$ cat src/rtl/svid_pkg.sv
package svid_pkg;
  localparam int RAILS = 3;
  localparam int VID_W = 7;

  typedef enum logic [2:0] {
    ST_IDLE, ST_ADDR, ST_AACK, ST_DATA, ST_DACK, ST_HOLD, ST_SKIP
  } fr_state_t;

  // address byte layout: [7:5] prefix, [4] reserved, [3:1] rail select, [0] rd/wr
  function automatic logic addr_ok(input logic [7:0] b, input logic [2:0] prefix);
    return (b[7:5] == prefix) && !b[0];
  endfunction

  function automatic logic [RAILS-1:0] rail_sel(input logic [7:0] b);
    return b[3:1];
  endfunction
endpackage

$ cat src/rtl/svid_sync.sv
module svid_sync #(
  parameter int STAGES = 2
) (
  input  logic clk,
  input  logic rst_n,
  input  logic scl_i,
  input  logic sda_i,
  output logic scl_s,
  output logic sda_s,
  output logic start_evt,
  output logic stop_evt,
  output logic scl_rise,
  output logic scl_fall
);
  logic [STAGES-1:0] scl_pipe, sda_pipe;
  logic scl_q, sda_q;

  always_ff @(posedge clk) begin
    if (!rst_n) begin
      scl_pipe <= '1;
      sda_pipe <= '1;
      scl_q    <= 1'b1;
      sda_q    <= 1'b1;
    end else begin
      scl_pipe <= {scl_pipe[STAGES-2:0], scl_i};
      sda_pipe <= {sda_pipe[STAGES-2:0], sda_i};
      scl_q    <= scl_pipe[STAGES-1];
      sda_q    <= sda_pipe[STAGES-1];
    end
  end

  assign scl_s     = scl_pipe[STAGES-1];
  assign sda_s     = sda_pipe[STAGES-1];
  assign scl_rise  = scl_s & ~scl_q;
  assign scl_fall  = ~scl_s & scl_q;
  assign start_evt = scl_s & scl_q & sda_q & ~sda_s;
  assign stop_evt  = scl_s & scl_q & ~sda_q & sda_s;
endmodule

$ cat src/rtl/svid_frame.sv
module svid_frame
  import svid_pkg::*;
#(
  parameter logic [2:0] PREFIX = 3'b110
) (
  input  logic             clk,
  input  logic             rst_n,
  input  logic             scl_s,
  input  logic             sda_s,
  input  logic             start_evt,
  input  logic             stop_evt,
  input  logic             scl_rise,
  input  logic             scl_fall,
  output logic             sda_oe,
  output logic             commit,
  output logic [RAILS-1:0] sel_mask,
  output logic [7:0]       data_byte
);
  fr_state_t  state;
  logic [2:0] bitcnt;
  logic [7:0] shreg;
  logic       ack_on;
  logic [7:0] byte_nxt;

  assign byte_nxt = {shreg[6:0], sda_s};

  always_ff @(posedge clk) begin
    if (!rst_n) begin
      state     <= ST_IDLE;
      bitcnt    <= '0;
      shreg     <= '0;
      ack_on    <= 1'b0;
      sel_mask  <= '0;
      data_byte <= '0;
    end else if (start_evt) begin
      state  <= ST_ADDR;
      bitcnt <= '0;
      ack_on <= 1'b0;
    end else if (stop_evt) begin
      state  <= ST_IDLE;
      ack_on <= 1'b0;
    end else begin
      case (state)
        ST_ADDR, ST_DATA: if (scl_rise) begin
          shreg  <= byte_nxt;
          bitcnt <= bitcnt + 3'd1;
          if (bitcnt == 3'd7) begin
            if (state == ST_DATA) begin
              data_byte <= byte_nxt;
              state     <= ST_DACK;
            end else if (addr_ok(byte_nxt, PREFIX)) begin
              sel_mask <= rail_sel(byte_nxt);
              state    <= ST_AACK;
            end else begin
              state <= ST_SKIP;
            end
          end
        end
        ST_AACK, ST_DACK: if (scl_fall) begin
          if (!ack_on) ack_on <= 1'b1;
          else begin
            ack_on <= 1'b0;
            bitcnt <= '0;
            state  <= (state == ST_AACK) ? ST_DATA : ST_HOLD;
          end
        end
        default: ;
      endcase
    end
  end

  assign sda_oe = ack_on;
  assign commit = (state == ST_HOLD) && stop_evt;

  AST_ACK_AFTER_FALL: assert property (@(posedge clk) disable iff (!rst_n)
    $rose(sda_oe) |-> $past(scl_fall));
  AST_ACK_HELD_HIGH: assert property (@(posedge clk) disable iff (!rst_n)
    (sda_oe && scl_s) |=> sda_oe);
endmodule

$ cat src/rtl/svid_rail_bank.sv
module svid_rail_bank
  import svid_pkg::*;
#(
  parameter logic [VID_W-1:0] BOOT_VID = 7'h2A
) (
  input  logic                   clk,
  input  logic                   rst_n,
  input  logic                   commit,
  input  logic [RAILS-1:0]       sel_mask,
  input  logic [7:0]             data_byte,
  output logic [RAILS*VID_W-1:0] vid_o,
  output logic [RAILS-1:0]       psi_o,
  output logic [RAILS-1:0]       upd_o
);
  for (genvar i = 0; i < RAILS; i++) begin : g_rail
    always_ff @(posedge clk) begin
      if (!rst_n) begin
        vid_o[i*VID_W +: VID_W] <= BOOT_VID;
        psi_o[i]                <= 1'b1;
        upd_o[i]                <= 1'b0;
      end else begin
        upd_o[i] <= commit & sel_mask[i];
        if (commit && sel_mask[i]) begin
          vid_o[i*VID_W +: VID_W] <= data_byte[VID_W-1:0];
          psi_o[i]                <= data_byte[7];
        end
      end
    end
  end

  AST_UPD_SINGLE: assert property (@(posedge clk) disable iff (!rst_n)
    (|upd_o) |=> (upd_o == '0));
  AST_RAIL_STABLE: assert property (@(posedge clk) disable iff (!rst_n)
    (upd_o == '0) |-> ($stable(vid_o) && $stable(psi_o)));
endmodule

$ cat src/rtl/svid_rx.sv
module svid_rx
  import svid_pkg::*;
#(
  parameter int                SYNC_STAGES = 2,
  parameter logic [2:0]        ADDR_PREFIX = 3'b110,
  parameter logic [VID_W-1:0]  BOOT_VID    = 7'h2A
) (
  input  logic                   clk,
  input  logic                   rst_n,
  input  logic                   scl_i,
  input  logic                   sda_i,
  output logic                   sda_oe,
  output logic [RAILS*VID_W-1:0] rail_vid_o,
  output logic [RAILS-1:0]       rail_psi_o,
  output logic [RAILS-1:0]       update_o
);
  logic scl_s, sda_s, start_evt, stop_evt, scl_rise, scl_fall;
  logic commit;
  logic [RAILS-1:0] sel_mask;
  logic [7:0] data_byte;

  svid_sync #(.STAGES(SYNC_STAGES)) u_sync (
    .clk(clk), .rst_n(rst_n), .scl_i(scl_i), .sda_i(sda_i),
    .scl_s(scl_s), .sda_s(sda_s), .start_evt(start_evt), .stop_evt(stop_evt),
    .scl_rise(scl_rise), .scl_fall(scl_fall));

  svid_frame #(.PREFIX(ADDR_PREFIX)) u_frame (
    .clk(clk), .rst_n(rst_n), .scl_s(scl_s), .sda_s(sda_s),
    .start_evt(start_evt), .stop_evt(stop_evt), .scl_rise(scl_rise),
    .scl_fall(scl_fall), .sda_oe(sda_oe), .commit(commit),
    .sel_mask(sel_mask), .data_byte(data_byte));

  svid_rail_bank #(.BOOT_VID(BOOT_VID)) u_bank (
    .clk(clk), .rst_n(rst_n), .commit(commit), .sel_mask(sel_mask),
    .data_byte(data_byte), .vid_o(rail_vid_o), .psi_o(rail_psi_o),
    .upd_o(update_o));

  AST_UPD_AFTER_STOP: assert property (@(posedge clk) disable iff (!rst_n)
    (|update_o) |-> $past(stop_evt));
  AST_NO_ACK_ON_EVENT: assert property (@(posedge clk) disable iff (!rst_n)
    (start_evt || stop_evt) |-> !sda_oe);
endmodule

$ cat config.mk
export PLATFORM = sky130hd
export DESIGN_NAME = svid_rx
export DESIGN_NICKNAME = d
export VERILOG_FILES = /design/src/rtl/svid_pkg.sv /design/src/rtl/svid_sync.sv /design/src/rtl/svid_frame.sv /design/src/rtl/svid_rail_bank.sv /design/src/rtl/svid_rx.sv
export SDC_FILE = /design/constraint.sdc
export NUM_CORES = 1
export LEC_CHECK = 0
export BUFFER_PORTS_ARGS = -buffer_cell sky130_fd_sc_hd__buf_2
export CORE_ASPECT_RATIO = 0.6
export CORE_MARGIN = 2
export CORE_UTILIZATION = 50
export CTS_BUF_LIST = sky130_fd_sc_hd__clkbuf_4 sky130_fd_sc_hd__clkbuf_8
export CTS_CLUSTER_SIZE = 8
export DETAILED_ROUTE_END_ITERATION = 10
export GPL_TIMING_DRIVEN = 1
export PLACE_DENSITY = 0.81
export SLEW_MARGIN = 40
export SYNTH_ARGS = -nofsm -noshare
export SYNTH_HDL_FRONTEND = slang
export SYNTH_SLANG_ARGS = --single-unit
$ cat constraint.sdc
create_clock -name clk -period 1.3 [get_ports clk]
set_input_delay 0.26 -clock clk [delete_from_list [all_inputs] [get_ports clk]]
set_output_delay 0.26 -clock clk [all_outputs]
set_load 0.01 [all_outputs]
Word level (Yosys, flattened, before mapping) --
Index checks and enable logic that the tools add are counted.
Storage, ports and cells: logic and storage cells 88, output and inout port bits 28, bits in registers 58, bits of input ports 4
Cells by class: reductions and logical operators 19, mux-type cells 15, equality and inequality tests 15, bitwise gates (word level) 18, $add $sub $neg 1
Operator list (number):
- $mux W3 | 10
- $reduce_and A5 Y1 | 3
- $eq A3 B3 Y1 const B | 4
- $pmux W3 S2 | 2
- $and A1 B1 Y1 | 10
- $ne A4 B2 Y1 const B | 2
- $ne A4 B3 Y1 const B | 2
- $not A1 Y1 | 8
- $reduce_and A7 Y1 | 1
- $eq A3 B2 Y1 const B | 2
- $reduce_and A6 Y1 | 1
- $reduce_or A2 Y1 | 3
- $logic_and A1 B1 Y1 | 5
- $ne A2 B1 Y1 const B | 2
- $ne A2 B2 Y1 const B | 2
- $reduce_and A4 Y1 | 1
- $reduce_bool A4 Y1 | 1
- $add A3 B1 Y3 const B | 1
- $eq A3 B1 Y1 const B | 1
- $mux W1 | 3
- $reduce_or A3 Y1 | 1
- $reduce_and A2 Y1 | 1
- $reduce_bool A2 Y1 | 1
- $logic_not A1 Y1 | 1

Depth between registers and ports, before layout --
depth in word-level cells 9, depth in mapped cells 7, mapped depth without buffers 5

By module --
From an unflattened synthesis, not the netlist that was laid out.
Unflattened totals: cell total of the unflattened synthesis 220, area, all modules 2288.4 um2
Modules (own cells, without submodules):
- svid_frame | cells each 105, sequential area each 500.5 um2, area an instance 1074.8 um2, instances 1
- svid_rail_bank | cells each 99, sequential area each 540.5 um2, area an instance 1023.5 um2, instances 1
- svid_sync | cells each 16, sequential area each 120.1 um2, area an instance 190.2 um2, instances 1

Worst setup path before layout --
OpenSTA, ideal clock, no wires.
path type register to register, start register u_frame.state[2], end register u_frame.state[2], period minus slack after synthesis 1.335 ns, slack -0.035 ns, stages on the path, launching flop included 5, data arrival time 1.231 ns, required time 1.197 ns, path buffers 1, setup time 0.103 ns, path through dfxtp_1 > buf_6 > xnor2_2 > o31a_4 > a2111oi_2
Between the ends: cells in the longest elaborated chain, start to end 5
Ends and longest elaborated chain:
- start, declared | line svid_frame.sv:19 | fr_state_t state;
- start signal, assigned | line svid_frame.sv:64 | state <= (state == ST_AACK) ? ST_DATA : ST_HOLD;
- $eq A3 B2 Y1, on equally long branches | line svid_frame.sv:43, svid_frame.sv:64, svid_frame.sv:48
- $mux W3, on equally long branches | line svid_frame.sv:64, svid_frame.sv:48
- $mux W3, on equally long branches | line svid_frame.sv:60, svid_frame.sv:47
- $mux W3, on equally long branches | line svid_frame.sv:59, svid_frame.sv:44
- $pmux W3 S2 | line svid_frame.sv:43 | case (state)
Parallel ways exist; a longest one is shown, timed or not. The select of a mux whose other input is x is not followed. A chain may end at the register's enable or synchronous reset.

Worst setup path in the final report --
start register u_sync.sda_pipe[1], end register u_bank.vid_o[11]
Between the ends: cells in the longest elaborated chain, start to end 3
Ends and longest elaborated chain:
- start, declared | line svid_sync.sv:15 | logic [STAGES-1:0] scl_pipe, sda_pipe;
- start signal, assigned | line svid_sync.sv:26 | sda_pipe <= {sda_pipe[STAGES-2:0], sda_i};
- $and A1 B1 Y1 | line svid_sync.sv:37 | assign stop_evt = scl_s & scl_q & ~sda_q & sda_s;
- $logic_and A1 B1 Y1 | line svid_frame.sv:73 | assign commit = (state == ST_HOLD) && stop_evt;
- $logic_and A1 B1 Y1 | line svid_rail_bank.sv:23 | if (commit && sel_mask[i]) begin
- end signal, assigned by index | line svid_rail_bank.sv:24 | vid_o[i*VID_W +: VID_W] <= data_byte[VID_W-1:0];
- end, declared | line svid_rail_bank.sv:11 | output logic [RAILS*VID_W-1:0] vid_o,
Every way passes these cells.

==> impl_summary.txt <==
----------------------------------------------------
[Setup path]
  Path depth of the worst reg2reg path ... 6
  Flop-to-flop setup slack ... -0.11 ns
  R2R Path End ... u_bank.vid_o[11]
  Worst-path maximum fanout ... 7
  Element type at the critical path end ... flip-flop
  Req. time, crit path ... between 1.5 and 2 ns
  Capture point of the worst path ... u_bank.vid_o[11]
  Arrival time at the worst endpoint ... approximately 1.7 ns
  Critical Path Start Type ... flip-flop
  Reg-to-Reg Start ... u_sync.sda_pipe[1]
  Crit Path Category ... flip-flop to flip-flop
  Worst setup startpoint ... u_sync.sda_pipe[1]

[Timing]
  Hold Violations, Final ... 0
  Highest achievable clock rate ... ~700 MHz
  Fraction of the cycle the final worst path needs ... 108%
  Number of pins exceeding their max-slew limit in the final report ... 0
  Setup repair after global routing missed its margin ... true
  Count of endpoints failing setup in the final report ... between 40 and 50
  Post-layout minimum cycle time ... ~1.4 ns
  Relative slew slack ... just under 70%
  Worst clock skew on the final layout ... between 0.01 and 0.015 ns
  Final WS setup ... -0.106 ns
  Worst-margin pin slew ... 0.482 ns

[Power and ir drop]
  Leakage power summed over all cells ... between 1 and 1.5 nW
  Worst vdd rail ir drop ... 0.765 mV
  Pwr dens ... around 1100 nW/um^2
  Tot Pwr ... approximately 3.6 mW

[Synth]
  Share of synthesized cell area in and, or, nand and nor gates ... 28.5%
  Number of distinct library cell variants in the gate-level netlist after synthesis ... 39
  Number of instances in the synthesized netlist ... between 200 and 300
  Count of flip-flops with a built-in enable after synthesis ... 0
  Sequential-to-total area share from yosys stat ... 49.2%
  Yosys warns ... 0
  Xor-xnor portion of the synthesized cell area ... under 10%
  Synth async-reset ratio ... 0%
  Fraction of synthesized area in multiplexers ... under 10%
  Yosys reg bits ... 58
  Area of the mapped netlist ... between 2000 and 2500 um^2
  Share of the synthesized area in compound gates (AO/OA/AOI/OAI) ... 13.2%
  Net Count, Synth ... about 270
  Most used flip-flop cell after synthesis ... dfxtp_1
  Adder-Cell Fraction of Synth Area ... 1.06%
  Syn Area/Cell ... 9.11 um^2
  Dominant combinational cell family by area after synthesis ... simple AND/OR/NAND/NOR gates

[Global routing]
  Initial antenna violation count ... 0
  Overall fraction of global-route tracks in use ... between 20% and 30%
  Pin count of the biggest net entering global routing ... 33
  Global-route wire length before repair ... 8740 um
  Via count of the first global-routing pass ... approximately 1,900
  Total overflow reported by the global router ... 0

[Cells and area]
  Area growth from synthesis to layout ... 39.7%
  Most common cell after layout, fill and taps aside ... dfxtp_1
  Share of final-layout standard cells stronger than drive strength 1 ... approximately 45%
  Diode insertion count for antenna repair ... 0
  Leading cell types in the layout, fill and taps excluded ... 49 x dfxtp_1, 47 x nand2_1, 36 x nand3_1
  Post-route standard cell area excluding fillers ... roughly 3300 um^2
  Number of nets in the finished design ... about 330

[Clock tree]
  Hold-fix buffers, CTS ... 0
  Later-pin clock latency in the skew report ... around 0.34 ns
  Clock transition at the registers of the reported paths ... around 0.07 ns
  Clock tree sinks ... 58
  Number of CTS-inserted buffers ... 9
  Clock Path Buffers ... 2
  CTS tree ... done
  Root buffer cell ... clkbuf_8
  H-tree Lvls ... 3

[Placement]
  Instance area at placement ... roughly 2800 um^2
  Count of port buffers added during placement ... 31
  Detailed placer's ending HPWL ... around 3800 um
  Routability-driven placement congestion ratio ... roughly 0.85

[Hold path]
  Worst hold path class ... primary input to flip-flop

[Outcome]
  Outcome ... complete, but fails checks
  Failing checks ... setup timing

[Drt]
  Post-DR vias/cell ... around 5.3
  DR DRC count ... 0
  Length of the first detailed-routing pass in iterations ... 4
  Via count of the routed design ... 2,097
  Average wire length per cell after detail routing ... 15.5 um
  Residual antenna-violating net count after detailed routing ... 0
  Total detailed-routing wirelength ... 6140 um
  Iteration-0 DRC Markers ... 143

[Floorplan]
  Die width ... roughly 93 um
  Die boundary height ... ~57 um
  Die footprint ... 5300 um^2
  Number of top-level pins ... 32
  Number of standard-cell rows in the floorplan ... 19
  Core Region ... around 4600 um^2
  Effective utilization at floorplan ... between 50% and 60%

[Run]
  Count of max-cap constraint violations ... 0

----------------------------------------------------
## worst min path at each step
stage	cells after the start	from	slack [ns]	endpoint
global placement	1	u_sync.scl_pipe[0]	0.39	u_sync.scl_pipe[1]
detailed placement	1	u_sync.scl_pipe[0]	0.39	u_sync.scl_pipe[1]
global route	2	scl_i	0.10	u_sync.scl_pipe[0]
finish	2	sda_i	0.1	u_sync.sda_pipe[0]
floorplan	1	scl_i	0.36	u_sync.scl_pipe[0]
CTS	2	sda_i	0.09	u_sync.sda_pipe[0]
## critical path, stage by stage (launching register included)
cell and delay, ns:
dfxtp_2 0.38, buf_6 0.10, and4b_4 0.29, and2_4 0.22, buf_4 0.13, nand3_2 0.08, a21boi_2 0.14
## report_power, final
part           switching, mW  internal [mW]
registers             0.0114           1.78
clock network          0.749          0.935
logic                 0.0523         0.0544
## through the flow
step	setup TNS, ns	std cells	util (%)	setup WS [ns]	hold WS [ns]
floorplan	0	259	-	0.00147	0.361
global placement	-1.45	369	60.4	-0.0805	0.389
detailed placement	-2.79	369	60.4	-0.123	0.394
CTS	-0.635	387	66.7	-0.0570	0.0909
global route	-3.74	395	72.2	-0.177	0.102
finish	-2.00	395	72.2	-0.106	0.0998
## flip-flops by register name, summed over array words and instances (netlist names), 3 cells and up
register and count:
u_frame.state 3, u_frame.sel_mask 3, u_frame.shreg 7, u_frame.data_byte 8, u_bank.vid_o 21, u_frame.bitcnt 3, u_bank.psi_o 3, u_bank.upd_o 3
## Yosys cell counts (3+ instances only)
library cell  instances  share of area, %
nor2_1                7               1.1
and3_1                4               1.1
o21ai_0               3              0.64
clkbuf_1              7               1.1
nand3_1              38               8.1
a21boi_1              9               2.9
buf_2                 6               1.3
a21oi_1               3              0.64
nand3_2               4               1.7
a21boi_2              4               1.9
mux2i_1               3               1.3
buf_6                 4               1.9
dfxtp_1              58                49
a21boi_0             14               4.5
nor2b_1               3              0.80
nand2_1              61               9.7
nand2b_1              5               1.3
## cell families after synthesis
logic type      count (synthesis)
compound gates                 39
xor+xnor                        3
fa+ha+maj                       2
buf+inv                        20
flops                          58
mux                             3
simple gates                  134
## area by class of cell
class / count / area (um^2)
flip-flops and latches: 58 / 1180
clock buffers: 10 / 138
clock inverters: 6 / 66.3
multi-input cells: 182 / 1290
inverters: 2 / 7.51
fillers: 331 / 1270
well taps: 63 / 78.8
repair buffers: 74 / 532
## what timing repair did
action / in CTS / in global routing
setup endpoints to repair: 40 / 45
pin swaps: 8 / 20
resized for setup: 19 / 58
buffers inserted: 1 / 7
gates cloned: 1 / 1
## routing by layer
metal  wire length (um)  global-route usage (%)  vias up
met3                479                    7.27        6
met5                  0                       0        -
met1               2840                    30.8      991
met4                 64                    9.45        0
li1                   -                       -     1022
met2               2750                    31.1       78
Note: power is estimated with default switching activity, not from simulation.
